[src/rtl/specbank_pkg.sv]
package specbank_pkg;

  typedef struct packed {
    logic flag;
    logic pend;
  } err_state_t;

  function automatic int unsigned pow2_ceil(input int unsigned n);
    int unsigned p;
    p = 1;
    while (p < n) p = p * 2;
    return p;
  endfunction

endpackage

[src/rtl/specbank_capture.sv]
module specbank_capture #(
  parameter int unsigned DATA_W = 32
) (
  input  logic              clk,
  input  logic              rst,
  input  logic              main_stb,
  input  logic              shadow_stb,
  input  logic [DATA_W-1:0] comb_i,
  output logic [DATA_W-1:0] main_q,
  output logic [DATA_W-1:0] shadow_q,
  output logic [DATA_W-1:0] diff
);

  for (genvar i = 0; i < DATA_W; i++) begin : g_bit
    logic m_r;
    logic s_r;

    always_ff @(posedge clk) begin
      if (rst) begin
        m_r <= 1'b0;
      end else if (main_stb) begin
        m_r <= comb_i[i];
      end
    end

    always_ff @(posedge clk) begin
      if (rst) begin
        s_r <= 1'b0;
      end else if (shadow_stb) begin
        s_r <= comb_i[i];
      end
    end

    assign main_q[i]   = m_r;
    assign shadow_q[i] = s_r;
    assign diff[i]     = m_r ^ s_r;
  end

endmodule

[src/rtl/specbank_or_tree.sv]
module specbank_or_tree #(
  parameter int unsigned IN_W = 32
) (
  input  logic [IN_W-1:0] in_i,
  output logic            any_o
);
  import specbank_pkg::*;

  localparam int unsigned LEAVES = pow2_ceil(IN_W);
  localparam int unsigned NODES  = 2 * LEAVES - 1;

  logic [NODES-1:0] node;

  for (genvar j = 0; j < LEAVES; j++) begin : g_leaf
    if (j < IN_W) begin : g_used
      assign node[LEAVES - 1 + j] = in_i[j];
    end else begin : g_pad
      assign node[LEAVES - 1 + j] = 1'b0;
    end
  end

  for (genvar k = 0; k < LEAVES - 1; k++) begin : g_inner
    assign node[k] = node[2*k + 1] | node[2*k + 2];
  end

  assign any_o = node[0];

endmodule

[src/rtl/specbank_err_ctrl.sv]
module specbank_err_ctrl #(
  parameter int unsigned CNT_W = 16
) (
  input  logic             clk,
  input  logic             rst,
  input  logic             err_stb,
  input  logic             meta_hold,
  input  logic             main_stb,
  input  logic             mismatch,
  output logic             err_o,
  output logic [CNT_W-1:0] cnt_o
);
  import specbank_pkg::*;

  err_state_t       st;
  logic [CNT_W-1:0] cnt_r;
  logic             eval;

  assign eval = !meta_hold && (err_stb || st.pend);

  always_ff @(posedge clk) begin
    if (rst) begin
      st    <= '0;
      cnt_r <= '0;
    end else begin
      if (meta_hold) begin
        st.pend <= st.pend | err_stb;
      end else begin
        st.pend <= 1'b0;
      end
      if (eval) begin
        st.flag <= mismatch;
        if (mismatch) begin
          cnt_r <= cnt_r + 1'b1;
        end
      end else if (main_stb && st.flag) begin
        st.flag <= 1'b0;
      end
    end
  end

  assign err_o = st.flag;
  assign cnt_o = cnt_r;

endmodule

[src/rtl/spec_regbank.sv]
module spec_regbank #(
  parameter int unsigned DATA_W = 32,
  parameter int unsigned CNT_W  = 16
) (
  input  logic              clk,
  input  logic              rst,
  input  logic [DATA_W-1:0] comb_i,
  input  logic              main_stb_i,
  input  logic              shadow_stb_i,
  input  logic              err_stb_i,
  input  logic              meta_hold_i,
  output logic [DATA_W-1:0] fb_o,
  output logic [DATA_W-1:0] safe_o,
  output logic              err_o,
  output logic [CNT_W-1:0]  err_cnt_o
);

  logic [DATA_W-1:0] main_q;
  logic [DATA_W-1:0] shadow_q;
  logic [DATA_W-1:0] diff;
  logic              mismatch;
  logic              err_flag;

  specbank_capture #(.DATA_W(DATA_W)) cap_i (
    .clk        (clk),
    .rst        (rst),
    .main_stb   (main_stb_i),
    .shadow_stb (shadow_stb_i),
    .comb_i     (comb_i),
    .main_q     (main_q),
    .shadow_q   (shadow_q),
    .diff       (diff)
  );

  specbank_or_tree #(.IN_W(DATA_W)) tree_i (
    .in_i  (diff),
    .any_o (mismatch)
  );

  specbank_err_ctrl #(.CNT_W(CNT_W)) ctrl_i (
    .clk       (clk),
    .rst       (rst),
    .err_stb   (err_stb_i),
    .meta_hold (meta_hold_i),
    .main_stb  (main_stb_i),
    .mismatch  (mismatch),
    .err_o     (err_flag),
    .cnt_o     (err_cnt_o)
  );

  assign fb_o   = err_flag ? shadow_q : main_q;
  assign safe_o = shadow_q;
  assign err_o  = err_flag;

endmodule

[config.mk]
export PLATFORM = sky130hd
export DESIGN_NAME = spec_regbank
export DESIGN_NICKNAME = d
export VERILOG_FILES = /design/src/rtl/specbank_pkg.sv /design/src/rtl/specbank_capture.sv /design/src/rtl/specbank_or_tree.sv /design/src/rtl/specbank_err_ctrl.sv /design/src/rtl/spec_regbank.sv
export SDC_FILE = /design/constraint.sdc
export NUM_CORES = 1
export LEC_CHECK = 0
export BUFFER_PORTS_ARGS = -buffer_cell sky130_fd_sc_hd__buf_2
export CAP_MARGIN = 0
export CELL_PAD_IN_SITES_DETAIL_PLACEMENT = 1
export CELL_PAD_IN_SITES_GLOBAL_PLACEMENT = 1
export CORE_MARGIN = 2
export CORE_UTILIZATION = 25
export DETAILED_ROUTE_END_ITERATION = 16
export GPL_TIMING_DRIVEN = 0
export PLACE_DENSITY = 0.66
export RECOVER_POWER = 25
export SLEW_MARGIN = 30
export SYNTH_ARGS = -nofsm -noshare
export SYNTH_HDL_FRONTEND = slang
export SYNTH_HIERARCHICAL = 1
export SYNTH_SLANG_ARGS = --single-unit
[constraint.sdc]
create_clock -name clk -period 1.85 [get_ports clk]
set_input_delay 0.555 -clock clk [delete_from_list [all_inputs] [get_ports clk]]
set_output_delay 0.555 -clock clk [all_outputs]
set_load 0.02 [all_outputs]
## Word level (Yosys, flattened, before mapping)

Cells that the tools add are included.

| word-level totals | value |
|---|---|
| register bits | 82 |
| latch bits | 0 |
| memory bits (writable) | 0 |
| bits in read-only memories | 0 |
| output and inout bits | 81 |
| logic and storage cells | 143 |
| memories kept | 0 |

| operators by class | value |
|---|---|
| $add $sub $neg | 1 |
| multiply operators | 0 |
| divide/modulo/power cells | 0 |
| $lt $le $gt $ge | 0 |
| eq/ne operators | 0 |
| shift-type cells | 0 |
| mux-type cells | 3 |
| bitwise gates (word level) | 65 |
| reductions and logical operators | 7 |

Operators with widths:

| kind | count |
|---|---|
| 32-bit two-way mux | 1 |
| 1-bit bitwise OR | 32 |
| 1-bit bitwise XOR | 32 |
| 16-bit by 1-bit adder with 16-bit output, second input constant | 1 |
| 1-bit logical AND | 2 |
| 1-bit two-way mux | 2 |
| 2-bit AND reduction | 1 |
| 2-bit nonzero test | 1 |
| 2-bit OR reduction | 1 |
| 1-bit zero test | 1 |
| 1-bit logical OR | 1 |
| 1-bit NOT | 1 |

## Depth between registers and ports, before layout

Gate-level depths: netlist (run 1).

| logic depth | value |
|---|---|
| word-level depth | 7 |
| depth in mapped cells | 8 |
| mapped depth without buffers | 8 |

## Cells and area by module

Netlist (run 1), hierarchy kept.

Modules (own cells, without submodules):

| module | instances | cells each | area each (sq um) |
|---|---|---|---|
| specbank_capture | 1 | 303 | 3,100.5 |
| specbank_err_ctrl | 1 | 89 | 804.5 |
| spec_regbank | 1 | 36 | 544.3 |
| specbank_or_tree | 1 | 11 | 75.1 |

## Least setup slack after synthesis (run 1)

OpenSTA, ideal clock, no wires.

| timing | value |
|---|---|
| path type | register to register |
| start | register cap_i.g_bit[26].s_r |
| end | register ctrl_i.cnt_r[6] (netlist: ctrl_i/cnt_o[6]) |
| library setup time | 0.128 ns |
| data arrival time | 1.646 ns |
| setup slack | 0.076 ns |
| cell stages (with the launch flop) | 9 |
| clock period less this slack | 1.774 ns |
| cell sequence | dfxtp_1 xor2_1 nor4_1 nand4_1 or2_1 and3_1 nand4_1 xor2_1 nor2_1 |

| on the way | value |
|---|---|
| longest elaborated chain between the ends | 7 |

RTL lines:

| item | line | text |
|---|---|---|
| start, declared | specbank_capture.sv:16 | `logic s_r;` |
| start signal, assigned | specbank_capture.sv:30 | `s_r <= comb_i[i];` |
| 1-bit bitwise XOR | specbank_capture.sv:36 | `assign diff[i] = m_r ^ s_r;` |
| net diff[26] | spec_regbank.sv:20 | `logic [DATA_W-1:0] diff;` |
| 1-bit bitwise OR (5 in a row) | specbank_or_tree.sv:23 | `assign node[k] = node[2*k + 1] \| node[2*k + 2];` |
| net mismatch | spec_regbank.sv:21 | `logic mismatch;` |
| 2-bit AND reduction (no line) | - |  |
| end signal, assigned | specbank_err_ctrl.sv:34 | `cnt_r <= cnt_r + 1'b1;` |
| end, declared | specbank_err_ctrl.sv:16 | `logic [CNT_W-1:0] cnt_r;` |

The timed path passes the listed nets, and every way through them passes these cells.
A chain may end at the register's enable or synchronous reset.

## Final worst setup path (run 1)

| timing | value |
|---|---|
| start | register ctrl_i.st, in the netlist ctrl_i/err_o |
| end | output port fb_o[17] |

| on the way | value |
|---|---|
| longest elaborated chain between the ends | 1 |

RTL lines:

| item | line | text |
|---|---|---|
| start, declared | specbank_err_ctrl.sv:15 | `err_state_t st;` |
| 32-bit two-way mux | spec_regbank.sv:51 | `assign fb_o = err_flag ? shadow_q : main_q;` |
| end, declared | spec_regbank.sv:12 | `output logic [DATA_W-1:0] fb_o,` |

Every way passes these cells.

==> run summary, run 1 <==
The worst path uses 109% of the clock period. The number of buffers added to fix hold violations after cts came out at 0. The final count of pins violating max slew came out at 0. The critical path arrival came out at between 1000 and 1500 ps.

The area fraction of the dominant cell type after synthesis is a little over a third. The library cell used most frequently in the layout, excluding fill and tap cells, is sky130_fd_sc_hd__buf_2. The maximum vdd ir drop is approximately 0.00038 V. The required time reported for the critical path endpoint is between 1000 and 1500 ps.

The top cell types in the final layout, fill and taps aside, are sky130_fd_sc_hd__buf_2 (90), sky130_fd_sc_hd__nor2_1 (74), sky130_fd_sc_hd__buf_4 (72). The via count of the first global-routing pass is about 3.8k. The first detailed-routing pass took 4 iterations. The cell count after synthesis is approximately 440.

The count of flip-flops with a built-in enable after synthesis is 0. The floorplan step defined a core boundary enclosing around 18000 µm². Across the routed clock network, the largest skew measured is slightly above 8 ps. The ratio of cells with drive above 1 in the final layout came out at between 50% and 60%. Along the worst path, the maximum fanout reaches 7. At the end of the flow, the number of nets in the layout was 618.

The number of buffer cells added on primary ports is around 120. After clock tree synthesis, the clock-pin slew on the worst setup and hold paths is about 60 ps. Net switching is a little over a quarter of the power. The min-delay analysis places its worst path in the category in -> reg. The global route total overflow came out at 0. The final design instance area without fill is slightly above 6000 µm². The analysis attributes to cell leakage a power of between 3 and 4 nW. In the synthesized netlist the async set-or-reset flop fraction comes to 0%.

The tree is rooted in a sky130_fd_sc_hd__clkbuf_16. The x dimension of the die came out at between 100 and 150 µm. The type of destination of the critical path is a primary output. The total number of vias is around 3.4k. Dividing total power by cell area gives a power density of about 790 nW/µm². The cell type with the highest aggregate area in the netlist is sky130_fd_sc_hd__dfxtp_1. Counting both buffers and inverters, the worst setup path holds a total of 3. The slew of the pin with the lowest slew margin is about 840 ps. The kind of cell with the highest combined delay along the critical path is buffers and inverters.

Yosys attributes the largest share of cell area to sky130_fd_sc_hd__dfxtp_1 (36%), sky130_fd_sc_hd__mux2i_1 (14%), sky130_fd_sc_hd__buf_4 (11%). The share of synthesized area occupied by flip-flops and latches came out at 36.3%. The total DRC errors in the routed layout came out at 0. The number of antenna violations at the first check in global routing was 0. The analysis attributes to net switching a power of around 1.3 mW. Leaving out filler cells and counting taps, the final layout contains just over 800. The synthesis-to-layout area growth came out at 36.5%. The I/O pin count came out at roughly 120. The final number of setup-violating endpoints came out at 48. The placed wire-length estimate after detailed placement came out at roughly 9000 µm. The average detailed-routed wire length per instance came out at ~15 µm. The post-placement cell area is 5390 µm². The aggregate global-route resource usage is between 10 and 15%. Clock tree synthesis found a total of 82 sinks.

The die area came out at between 15000 and 20000 µm². The synthesized area per cell is 10.3 µm². The most used flip-flop cell after synthesis is sky130_fd_sc_hd__dfxtp_1. The worst slew margin relative to its limit came out at a little over two fifths.

The run finished, with violations left. The number of core rows is 49. The number of DRC markers in iteration 0 came out at 86. The synthesis-stage register bit count is between 80 and 90. The post-layout worst setup margin is -176 ps. The internal portion of the total power is roughly 3.6 mW. After filler insertion, the fill cell instance count of the layout stands at about 2k. The critical path goes through buf_12, clkbuf_16, mux2_4, buf_6. The starting density of the core is about a quarter. The average via count per standard cell came out at 4.22.

The pin count of the biggest net entering global routing is 14. TritonCTS built the clock tree. After synthesis the cells add up to around 4500 µm².

The startpoint-to-endpoint class of the critical path is reg -> out. The clock network accounts for just under 40% of the total power. The aggregate routed wire length came out at about 13000 µm. The Yosys step of the flow raised 6 warnings. Max-cap violations in this run came to 0. The worst-case clock buffer depth came out at 2. The power share of the combinational group came out at about a fifth. The insertion delay of the later-clocked pin in the worst-skew pair is roughly 340 ps. For this run, the slowest stage of the critical path takes 350 ps. The number of failing hold endpoints at the final stage is 0. The power consumption is just under 5 mW.

The chip height is between 100 and 150 µm. On the critical path, the stage with the largest delay is an instance of sky130_fd_sc_hd__dfxtp_2. Setup repair after global routing could not meet its margin everywhere. The number of nets in the synthesized netlist came out at around 480.

The checks that failed: setup timing. The fraction of power consumed by sequential logic is slightly below 40%. The number of antenna diodes in the final layout is 0. The global-route wire length before repair is 19500 µm. Timing would allow up to between 0.4 and 0.5 GHz. The cell count after placement came out at about 780.

The startpoint class of the critical path is a flip-flop. The smallest clock period supported by the final layout is computed as approximately 2000 ps. The weighted congestion reported at the end of routability-driven placement came out at around 0.75. On the final layout, the worst hold slack is between 400 and 500 ps. The TritonCTS buffer count came out at 9. The number of nets with antenna violations after detailed routing came out at 0. The number of library cell types mapped by synthesis is 35. The deepest level of the CTS H-tree is 3.
==> cells in the mapped netlist (5+ instances only) <==
cell,number
sky130_fd_sc_hd__nand3_1,6
sky130_fd_sc_hd__mux2_4,30
sky130_fd_sc_hd__buf_2,7
sky130_fd_sc_hd__xor2_1,40
sky130_fd_sc_hd__nor2_1,74
sky130_fd_sc_hd__buf_4,64
sky130_fd_sc_hd__buf_12,9
sky130_fd_sc_hd__nand4_1,6
sky130_fd_sc_hd__nor4_1,7
sky130_fd_sc_hd__a21oi_1,8
sky130_fd_sc_hd__dfxtp_1,82
sky130_fd_sc_hd__mux2i_1,64
sky130_fd_sc_hd__nand2_1,5
==> final cells by class <==
class	count	area, µm²	share of cell area [%]
multi-input cells	271	2280	37.0
flip-flops and latches	82	1670	27.0
plain buffers	86	674	10.9
inverters	1	3.75	0.0608
clock buffers	11	243	3.93
well taps	229	287	4.64
repair buffers	128	937	15.2
clock inverters	5	77.6	1.26
==> final timing paths <==
kind	startpoint	cells past startpoint	endpoint	slack, ps
max	ctrl_i/err_o	4	fb_o[17]	-180
min	comb_i[30]	3	cap_i/g_bit[30].m_r	470
max reg2reg	cap_i/g_bit[27].s_r	8	ctrl_i/cnt_o[8]	-160
min reg2reg	ctrl_i/st[0]	2	ctrl_i/st[0]	500
==> cell families after synthesis <==
kind of cell	count (synthesis)	share of synthesized area, %
and+or+nand+nor	117	12.4
muxes	96	24.6
buffers and inverters	87	16.5
DFF	82	36.3
xor gates and xnor gates	41	7.94
AOI/OAI and AO/OA	15	1.99
adders and majority gates	1	0.277
==> per-stage QoR <==
stage	TNS, ps	setup WS, ps	utilization [%]
after floorplan	0	76.0	-
after global placement	-5990	-527	30.2
after detailed placement	-6520	-561	30.2
after CTS	-8600	-238	33.5
after global routing	-10870	-306	34.6
final	-6460	-176	34.6
==> power by group through the flow <==
stage	combinational [mW]	sequential, mW	clock, mW
after floorplan	0.647	1.96	0
after global placement	0.881	1.97	0
after detailed placement	0.898	1.98	0
after CTS	0.972	1.94	2.02
after global routing	1.09	1.96	2.11
final	1.01	1.94	1.95
==> registers in the layout, indices dropped and copies added, names as in the netlist <==
name             count
cap_i/g_bit.m_r     32
cap_i/g_bit.s_r     32
ctrl_i/cnt_o        16
ctrl_i/err_o         1
ctrl_i/st            1
==> worst min-delay path, cell delays in order <==
cell,delay (ps)
sky130_fd_sc_hd__buf_2,90
sky130_fd_sc_hd__mux2i_1,60
sky130_fd_sc_hd__nor2_1,70
==> repair_timing <==
item	CTS	global route
gates resized for setup	53	59
buffers inserted	5	4
setup endpoints to repair	49	49
cloned	2	2
pin swaps	11	7
==> metal layers <==
metal	part of all wire, %	vias to the layer above	GRT usage, %	routed length [µm]
met4	1.4	0	4.51	172
met3	4.2	11	3.08	526
met2	51	73	22.9	6320
met5	0	-	0	0
li1	-	1693	-	-
met1	44	1656	15.1	5490
Power figures use the tool's default switching activity.
==> inputs of run 2 (changes only) <==
Settings changed: PLACE_DENSITY 0.66 to 0.67, SYNTH_HIERARCHICAL 1 to unset.
==> run 2 against run 1 <==
The run still ends with setup timing left; sequential power is essentially flat; via count shrank 0.12%; routed wire length grew 1.8%; first-iteration DRC count shrank 13%; critical path depth grew 3; power shrank 5.0%; worst hold slack gained 3.3 ps; design area shrank 7.8%; largest power group is now registers; cell count shrank 4.8%.
==> run summary, run 2 <==
The flow ran to the end, but the final reports show violations. The final reports fail on setup timing. The largest fanout of any net on the critical path was 8 (+1). Setup repair after global routing could not meet its margin everywhere.

The area taken by flip-flops and latches came out at 1670 µm² (about the same). The worst setup path is of the reg -> reg kind. The global route total overflow came out at 0 (unchanged). The clock slew at the register clock pins of the worst setup and hold paths is 60 ps (about the same). The fraction of power consumed by sequential logic is 42.1% (+2.5 points).

The worst-case clock buffer depth came to 2 (unchanged). The switching power of the nets came to 1.25 mW (-3.5%). The number of antenna violations at the first check in global routing is 1 (+1). The placed wire-length estimate after detailed placement is 9510 µm (+5.9%).

The switching fraction of total power came to 26.9% (+0.41 points). The deepest level of the CTS H-tree is 3 (unchanged). The starting density of the core is 25.8% (+0.40 points). The number of inserted diodes came to 0 (unchanged).

The clock share of power is 39.5% (-0.2 points). The type of destination of the critical path is a flip-flop. The global-route wire length before repair is 20000 µm (+2.7%). The via count of the first global-routing pass is 3676 (-2.3%). The worst setup path startpoint is cap_i.g_bit[21].s_r. The beginning of the worst hold path is comb_i[21]. The required time reported for the critical path endpoint came to 2070 ps (+780 ps). The die area came out at 17500 µm² (-9.0%).

The number of failing hold endpoints at the final stage came to 0 (unchanged). The number of synthesis warnings is 0 (-6). The aggregate global-route resource usage came out at 14.8% (+1.9 points). The clock sink count was 82 (unchanged).

The critical path arrival is 2230 ps (+760 ps). The average via count per standard cell came out at 4.43 (+4.9%). The ratio of total power to cell area came out at 819 nW/µm² (+3.1%). The ratio of cells with drive above 1 in the final layout came out at 43.5% (-7.5 points).

The cell type with the highest aggregate area in the netlist is sky130_fd_sc_hd__dfxtp_1. The number of nets in the synthesized netlist came out at 456 (-4.6%). The most common cell in the synthesized netlist is sky130_fd_sc_hd__dfxtp_1. The TritonCTS clock tree is yes. The final count of pins violating max slew came out at 0 (unchanged). Relative to the synthesized area, the layout overhead comes to 38.6%. The cell count after synthesis came out at 417 (-5.0%).

The leading cell type in the layout, fill and taps excluded is sky130_fd_sc_hd__buf_2. The number of buffers added to fix hold violations after cts came out at 0 (unchanged). The synthesized area came out at 4110 µm² (-9.2%). The pin count of the biggest net entering global routing came out at 13 (-1). The launch instance of the worst register-to-register path is cap_i.g_bit[21].s_r. The number of max-cap violations came out at 0 (unchanged). The synthesis-stage register bit count came out at 82 (unchanged). The TritonCTS buffer count came out at 9 (unchanged). In the layout the commonest cells are sky130_fd_sc_hd__buf_2 (97), sky130_fd_sc_hd__nor2_1 (77), sky130_fd_sc_hd__dfxtp_1 (69). The number of core rows is 46 (-6.1%).

The minimum clock period after layout came to 2010 ps (-18.3 ps). The number of nets with antenna violations after detailed routing came out at 0 (unchanged). The total number of vias came to 3429 (-0.12%). The aggregate routed wire length came out at 12700 µm (+1.8%). The number of buffer cells added on primary ports was 116 (unchanged).

The weighted congestion reported at the end of routability-driven placement is 0.759 (+1.6%). The worst slew margin relative to its limit is 43.1% (-0.69 points). Clock tree synthesis selected as its root buffer the cell sky130_fd_sc_hd__clkbuf_16. The number of optimization iterations in the first detailed-route pass is 4 (unchanged).

The share of async-settable or async-resettable flops after synthesis was 0% (unchanged). The maximum frequency from static timing analysis is 0.498 GHz (+0.91%). The share of synthesized area occupied by flip-flops and latches came to 40.0% (+3.7 points).

The number of nets in the layout came out at 593 (-4.0%). The core utilization of the finished layout is 35.7% (+1.1 points). The core region area is 15900 µm² (-11%). The post-layout worst setup margin came out at -157 ps (+18.3 ps).

The ratio of final minimum period to clock period came out at 108% (-0.99 points). The area fraction of the dominant cell type after synthesis came out at 40.0% (+3.7 points). Yosys attributes the largest share of cell area to sky130_fd_sc_hd__dfxtp_1 (40%), sky130_fd_sc_hd__mux2i_1 (16%), sky130_fd_sc_hd__mux2_2 (8.8%). The total negative slack for setup checks is -4820 ps (+1630 ps). The total DRC errors in the routed layout is 0 (unchanged). The number of library cell types mapped by synthesis is 36 (+2.9%).

The average detailed-routed wire length per instance is 16.5 µm (+6.9%). The maximum vdd ir drop is 0.000456 V (+19%). The power share of the combinational group was 18.4% (-2.3 points). The final setup skew was 7.45 ps (-0.671 ps). The synthesized area per cell is 9.85 µm² (-4.4%). The total internal power is 3.41 mW (-5.5%).

The startpoint class of the critical path is a flip-flop. Sorting the synthesized cells by how often they occur yields sky130_fd_sc_hd__dfxtp_1 (82), sky130_fd_sc_hd__nor2_1 (79), sky130_fd_sc_hd__mux2i_1 (65), sky130_fd_sc_hd__xnor2_1 (39). The static leakage power is 2.53 nW (-17%). The slew of the pin with the lowest slew margin came to 853 ps (+10.3 ps). The chip height came out at 132 µm (-4.6%). The count of flip-flops with a built-in enable after synthesis is 0 (unchanged).

The count of filler cells inserted in the layout is 1847 (-8.9%). The I/O pin count came out at 119 (unchanged). The area of the multi-input gates came to 2360 µm² (+3.5%). The insertion delay of the later-clocked pin in the worst-skew pair came out at 340 ps (about the same). The x dimension of the die is 132 µm (-4.6%).

The most frequently used flop master after synthesis is sky130_fd_sc_hd__dfxtp_1. The path class of the lowest-slack min-delay path is in -> reg. The number of DRC markers in iteration 0 is 75 (-13%). The final number of setup-violating endpoints came to 48 (unchanged).
run 2: changes by cell type in the layout (fill, tap and decap cells not counted), sizes merged, moves of 4 or more:
cell,change
xnor2,+38
mux2,+5
a2111oi,+6
nor2b,+5
clkbuf,+15
a21oi,-4
buf,-47
nor2,+5
nor4,-5
xor2,-40
run 2: power by group through the flow:
| stage | clock [mW] | sequential (mW) | combinational [mW] |
|---|---|---|---|
| 5_1_grt | 1.98 | 1.98 | 0.925 |
| 3_3_place_gp | 0 | 1.97 | 0.786 |
| 4_1_cts | 1.91 | 1.96 | 0.852 |
| 6_report | 1.84 | 1.96 | 0.858 |
| 2_1_floorplan | 0 | 1.97 | 0.540 |
| 3_5_place_dp | 0 | 1.98 | 0.803 |
run 2: stage by stage:
step           setup WS, ps  hold slack [ps]  power, mW  instance area [µm²]  std cells
2_1_floorplan          -123              500       2.51                 4110        417
3_3_place_gp           -619              501       2.76                 4960        749
3_5_place_dp           -639              532       2.79                 4960        749
4_1_cts                -192              465       4.72                 5580        771
5_1_grt                -206              480       4.88                 5690        774
6_report               -157              474       4.66                 5690        774
run 2: path summary, 6_finish.rpt:
path / to / slack (ps) / cells after the start
max: ctrl_i.cnt_o[0] / -160 / 7
min reg2reg: ctrl_i.cnt_o[6] / 530 / 2
max reg2reg: ctrl_i.cnt_o[0] / -160 / 7
min: cap_i.g_bit[21].s_r / 470 / 3
run 2: layer usage:
metal | vias up | part of all wire [%] | wire length (µm) | global-route usage (%)
met5 | - | 0 | 0 | 0
li1 | 1671 | - | - | -
met3 | 12 | 3.6 | 456 | 3.04
met2 | 78 | 49 | 6250 | 25.8
met4 | 0 | 1.6 | 209 | 5.31
met1 | 1668 | 46 | 5830 | 18.0
run 2: worst max-delay path, cell delays in order, from the launching register on:
cell	delay (ps)
sky130_fd_sc_hd__dfxtp_4	360
sky130_fd_sc_hd__xnor2_4	190
sky130_fd_sc_hd__nand4_1	230
sky130_fd_sc_hd__nor4_4	410
sky130_fd_sc_hd__and2_4	220
sky130_fd_sc_hd__buf_12	140
sky130_fd_sc_hd__nor3_4	50
sky130_fd_sc_hd__mux2_4	300
run 2: cell families after synthesis:
| logic type | synth area share [%] |
|---|---|
| multiplexers | 26.2 |
| AND/OR/NAND/NOR | 14.4 |
| XOR/XNOR | 8.32 |
| flip-flops | 40.0 |
| adder cells (fa/ha/maj) | 0.305 |
| AO/OA/AOI/OAI | 2.56 |
| buffers and inverters | 8.23 |
run 2: final cells by class:
class                      count  area share [%]
sequential                    82            29.3
timing repair buffer         127            12.1
buffer                        53            6.84
tap                          216            4.75
clock inverter                 2           0.616
multi-input combinational    279            41.5
inverter                       2           0.132
clock buffer                  13            4.75
run 2: timing repair:
item	CTS	global route
pin swaps	17	10
setup endpoints to repair	49	49
resized for setup	59	30
buffers inserted	8	3
==> inputs of run 3 (changes only) <==
Settings changed: SETUP_SLACK_MARGIN set to 0.4.
==> run 3 against run 2 <==
The flow still finishes with violations (setup timing); non-clock buffer count is 13 higher; design area up 19%; worst setup slack lost 26 ps; worst hold slack got worse by 1.8 ps; flip-flop and latch count unchanged; register-to-register slack about the same; combinational power up 28%; clock skew fell by 0.93 ps; via count increased by 4.1%; core utilization is 6.6 points higher; critical path depth is 3 lower; critical path type is now reg -> out; critical endpoint is now fb_o[5]; highest routed layer is now met5.
==> run summary, run 3 (synthesis results as in run 2) <==
The flow ran to the end, but the final reports show violations. The checks that failed: setup timing. The final count of pins violating max slew is 0 (unchanged). The number of buffers added to fix hold violations after cts came out at 0 (unchanged).

The setup slack of the worst register-to-register path is -170 ps (about the same). The average via count per standard cell is 4.54 (+2.4%). The path class of the tightest hold or removal check is in -> reg. The aggregate routed wire length is 14000 µm (+9.6%). The ratio of cells with drive above 1 in the final layout is 56.4% (+13 points). The launch instance of the worst register-to-register path is cap_i.g_bit[24].s_r. The pin count of the biggest net entering global routing came out at 13 (unchanged). The ratio of final minimum period to clock period came out at 110% (+1.4 points). The I/O pin count came out at 119 (unchanged). The total DRC errors in the routed layout came out at 0 (unchanged). TritonCTS built the clock tree. The worst register-to-register path ends at ctrl_i.cnt_o[15]. The weighted congestion reported at the end of routability-driven placement came out at 0.774 (+1.9%).

Setup repair after global routing could not meet its margin everywhere. The number of DRC markers in iteration 0 is 92 (+23%). The final worst hold slack is 472 ps (-1.85 ps). The number of core rows is 46 (unchanged). The minimum clock period after layout came out at 2030 ps (+26.1 ps).

The clock slew at the register clock pins of the worst setup and hold paths is 60 ps (about the same). The number of failing hold endpoints at the final stage came out at 0 (unchanged). The number of antenna violations at the first check in global routing came out at 1 (unchanged).

The ratio of total power to cell area is 719 nW/µm² (-12%). The terminating pin of the worst hold path is cap_i.g_bit[1].m_r. The average detailed-routed wire length per instance came out at 17.7 µm (+7.8%).

The number of optimization iterations in the first detailed-route pass was 4 (unchanged). The library cell used most frequently in the layout, excluding fill and tap cells, is sky130_fd_sc_hd__buf_6. The buffers plus inverters on the worst setup path is 3 (+2). The maximum frequency from static timing analysis is 0.492 GHz (-1.3%).

STA classifies the critical path startpoint as a flip-flop. The via count of the first global-routing pass was 3805 (+3.5%). The number of cells traversed by the worst hold path is 3 (unchanged).

The global route total overflow is 0 (unchanged). The maximum vdd ir drop is 0.000359 V (-21%). The number of inserted diodes is 0 (unchanged). The worst reg2reg path depth came to 7 (unchanged).

The static leakage power is 2.90 nW (+15%). The largest fanout of any net on the critical path came to 8 (unchanged). Relative to the synthesized area, the layout overhead comes to 64.4%. The chip height came out at 132 µm (unchanged). The power consumption came out at 4.85 mW (+4.2%).

The number of max-cap violations is 0 (unchanged). The startpoint-to-endpoint class of the critical path is reg -> out. The global-route wire length before repair was 21500 µm (+7.1%). The starting density of the core is 25.8% (unchanged). Walking the worst path, the cells encountered are clkbuf_16, clkbuf_16, mux2_4, buf_6.

The TritonCTS buffer count was 9 (unchanged). The number of buffer cells added on primary ports is 116 (unchanged). STA classifies the critical path endpoint as a primary output. The critical path arrival is 1480 ps (-750 ps).

The required time reported for the critical path endpoint is 1290 ps (-780 ps). The placed wire-length estimate after detailed placement was 9710 µm (+2.0%). The core region area is 15900 µm² (unchanged).

The count of filler cells inserted in the layout is 1742 (-5.7%). In this run the most critical hold path is launched from comb_i[1]. The cell type with the highest occurrence count on the critical path is sky130_fd_sc_hd__clkbuf_16.

Grouping stages by cell kind, the critical path spends the most delay in buffers and inverters. The final number of setup-violating endpoints came out at 47 (-2.1%). The post-layout worst setup margin came out at -183 ps (-26.1 ps). The library cell contributing the largest single delay on the critical path is sky130_fd_sc_hd__dfxtp_4. The clock tree root driver cell is sky130_fd_sc_hd__clkbuf_16. The deepest level of the CTS H-tree is 3 (unchanged). The final setup skew was 6.52 ps (-0.932 ps). The x dimension of the die came out at 132 µm (unchanged). Leaving out fill and tap cells, the most frequent cells in the layout are sky130_fd_sc_hd__buf_6 (103), sky130_fd_sc_hd__nor2_1 (76), sky130_fd_sc_hd__mux2i_1 (65). The die area was 17500 µm² (unchanged). The number of nets in the layout came to 606 (+2.2%). The clock sink count is 82 (unchanged).

The number of nets with antenna violations after detailed routing is 0 (unchanged). The aggregate global-route resource usage was 16.0% (+1.2 points). The highest cell delay on the worst timing path came out at 350 ps (-60 ps).

The worst slew margin relative to its limit is 57.6% (+15 points). The total number of vias is 3571 (+4.1%). The worst-case clock buffer depth is 2 (unchanged).

The slew of the pin with the lowest slew margin came out at 635 ps (-218 ps). The insertion delay of the later-clocked pin in the worst-skew pair is 340 ps (about the same).
[run 3: cell types whose count changed in the layout (fill, tap and decap cells not counted), sizes merged]
cell    delta
clkbuf     -6
inv        +1
clkinv     -1
buf       +19
[run 3: report_power, final]
| part | total (mW) | internal (mW) | switching (mW) | leakage (nW) |
|---|---|---|---|---|
| clock | 1.81 | 1.08 | 0.727 | 0.140 |
| sequential | 1.95 | 1.83 | 0.115 | 0.708 |
| combinational | 1.10 | 0.599 | 0.502 | 2.06 |
[run 3: timing repair]
action,4_1_cts,5_1_grt
endpoints found under the setup margin,157,108
gates cloned,3,0
buffers inserted,7,13
gates resized for setup,273,58
pin swaps,16,18
[run 3: layer usage]
| layer | track usage, % | wire [µm] | vias to the layer above |
|---|---|---|---|
| met3 | 4.27 | 576 | 18 |
| met5 | 0 | 11 | - |
| met4 | 4.77 | 190 | 2 |
| met2 | 28.1 | 6990 | 91 |
| met1 | 19.0 | 6200 | 1765 |
| li1 | - | - | 1695 |
[run 3: tightest hold or removal path, delay by kind of cell]
| family | cells | cell delay (ps) |
|---|---|---|
| buf+inv | 1 | 90 |
| mux | 1 | 70 |
| simple gates | 1 | 70 |
[run 3: how the worst max path moves through the flow]
stage | start | slack, ps | endpoint | depth (start not counted)
after floorplan | cap_i.g_bit[1].m_r | 60 | ctrl_i.cnt_o[15] | 7
after global placement | cap_i.g_bit[28].m_r | -570 | ctrl_i.cnt_o[15] | 7
after detailed placement | cap_i.g_bit[28].s_r | -580 | ctrl_i.cnt_o[15] | 7
after CTS | ctrl_i.err_o | -200 | fb_o[5] | 4
after global routing | cap_i.g_bit[16].m_r | -220 | ctrl_i.cnt_o[15] | 7
final | ctrl_i.err_o | -180 | fb_o[5] | 4
[run 3: layout make-up]
| type | instances | area (µm²) | area share [%] |
|---|---|---|---|
| inverter | 2 | 7.51 | 0.111 |
| multi-input combinational | 279 | 2510 | 37.2 |
| timing repair buffer | 139 | 1300 | 19.2 |
| sequential | 82 | 1810 | 26.9 |
| tap | 216 | 270 | 4.00 |
| buffer | 54 | 561 | 8.30 |
| clock inverter | 2 | 36.3 | 0.538 |
| clock buffer | 13 | 250 | 3.71 |
[run 3: metrics by stage]
step           instance area [µm²]  setup slack, ps  instances  util, %  TNS, ps
3_3_place_gp                  5180             -569        749     32.5    -6810
4_1_cts                       6450             -199        774     40.5    -7210
3_5_place_dp                  5180             -584        749     32.5    -8870
2_1_floorplan                 4330             59.4        417        -        0
6_report                      6750             -183        787     42.3    -6740
5_1_grt                       6750             -221        787     42.3    -8930
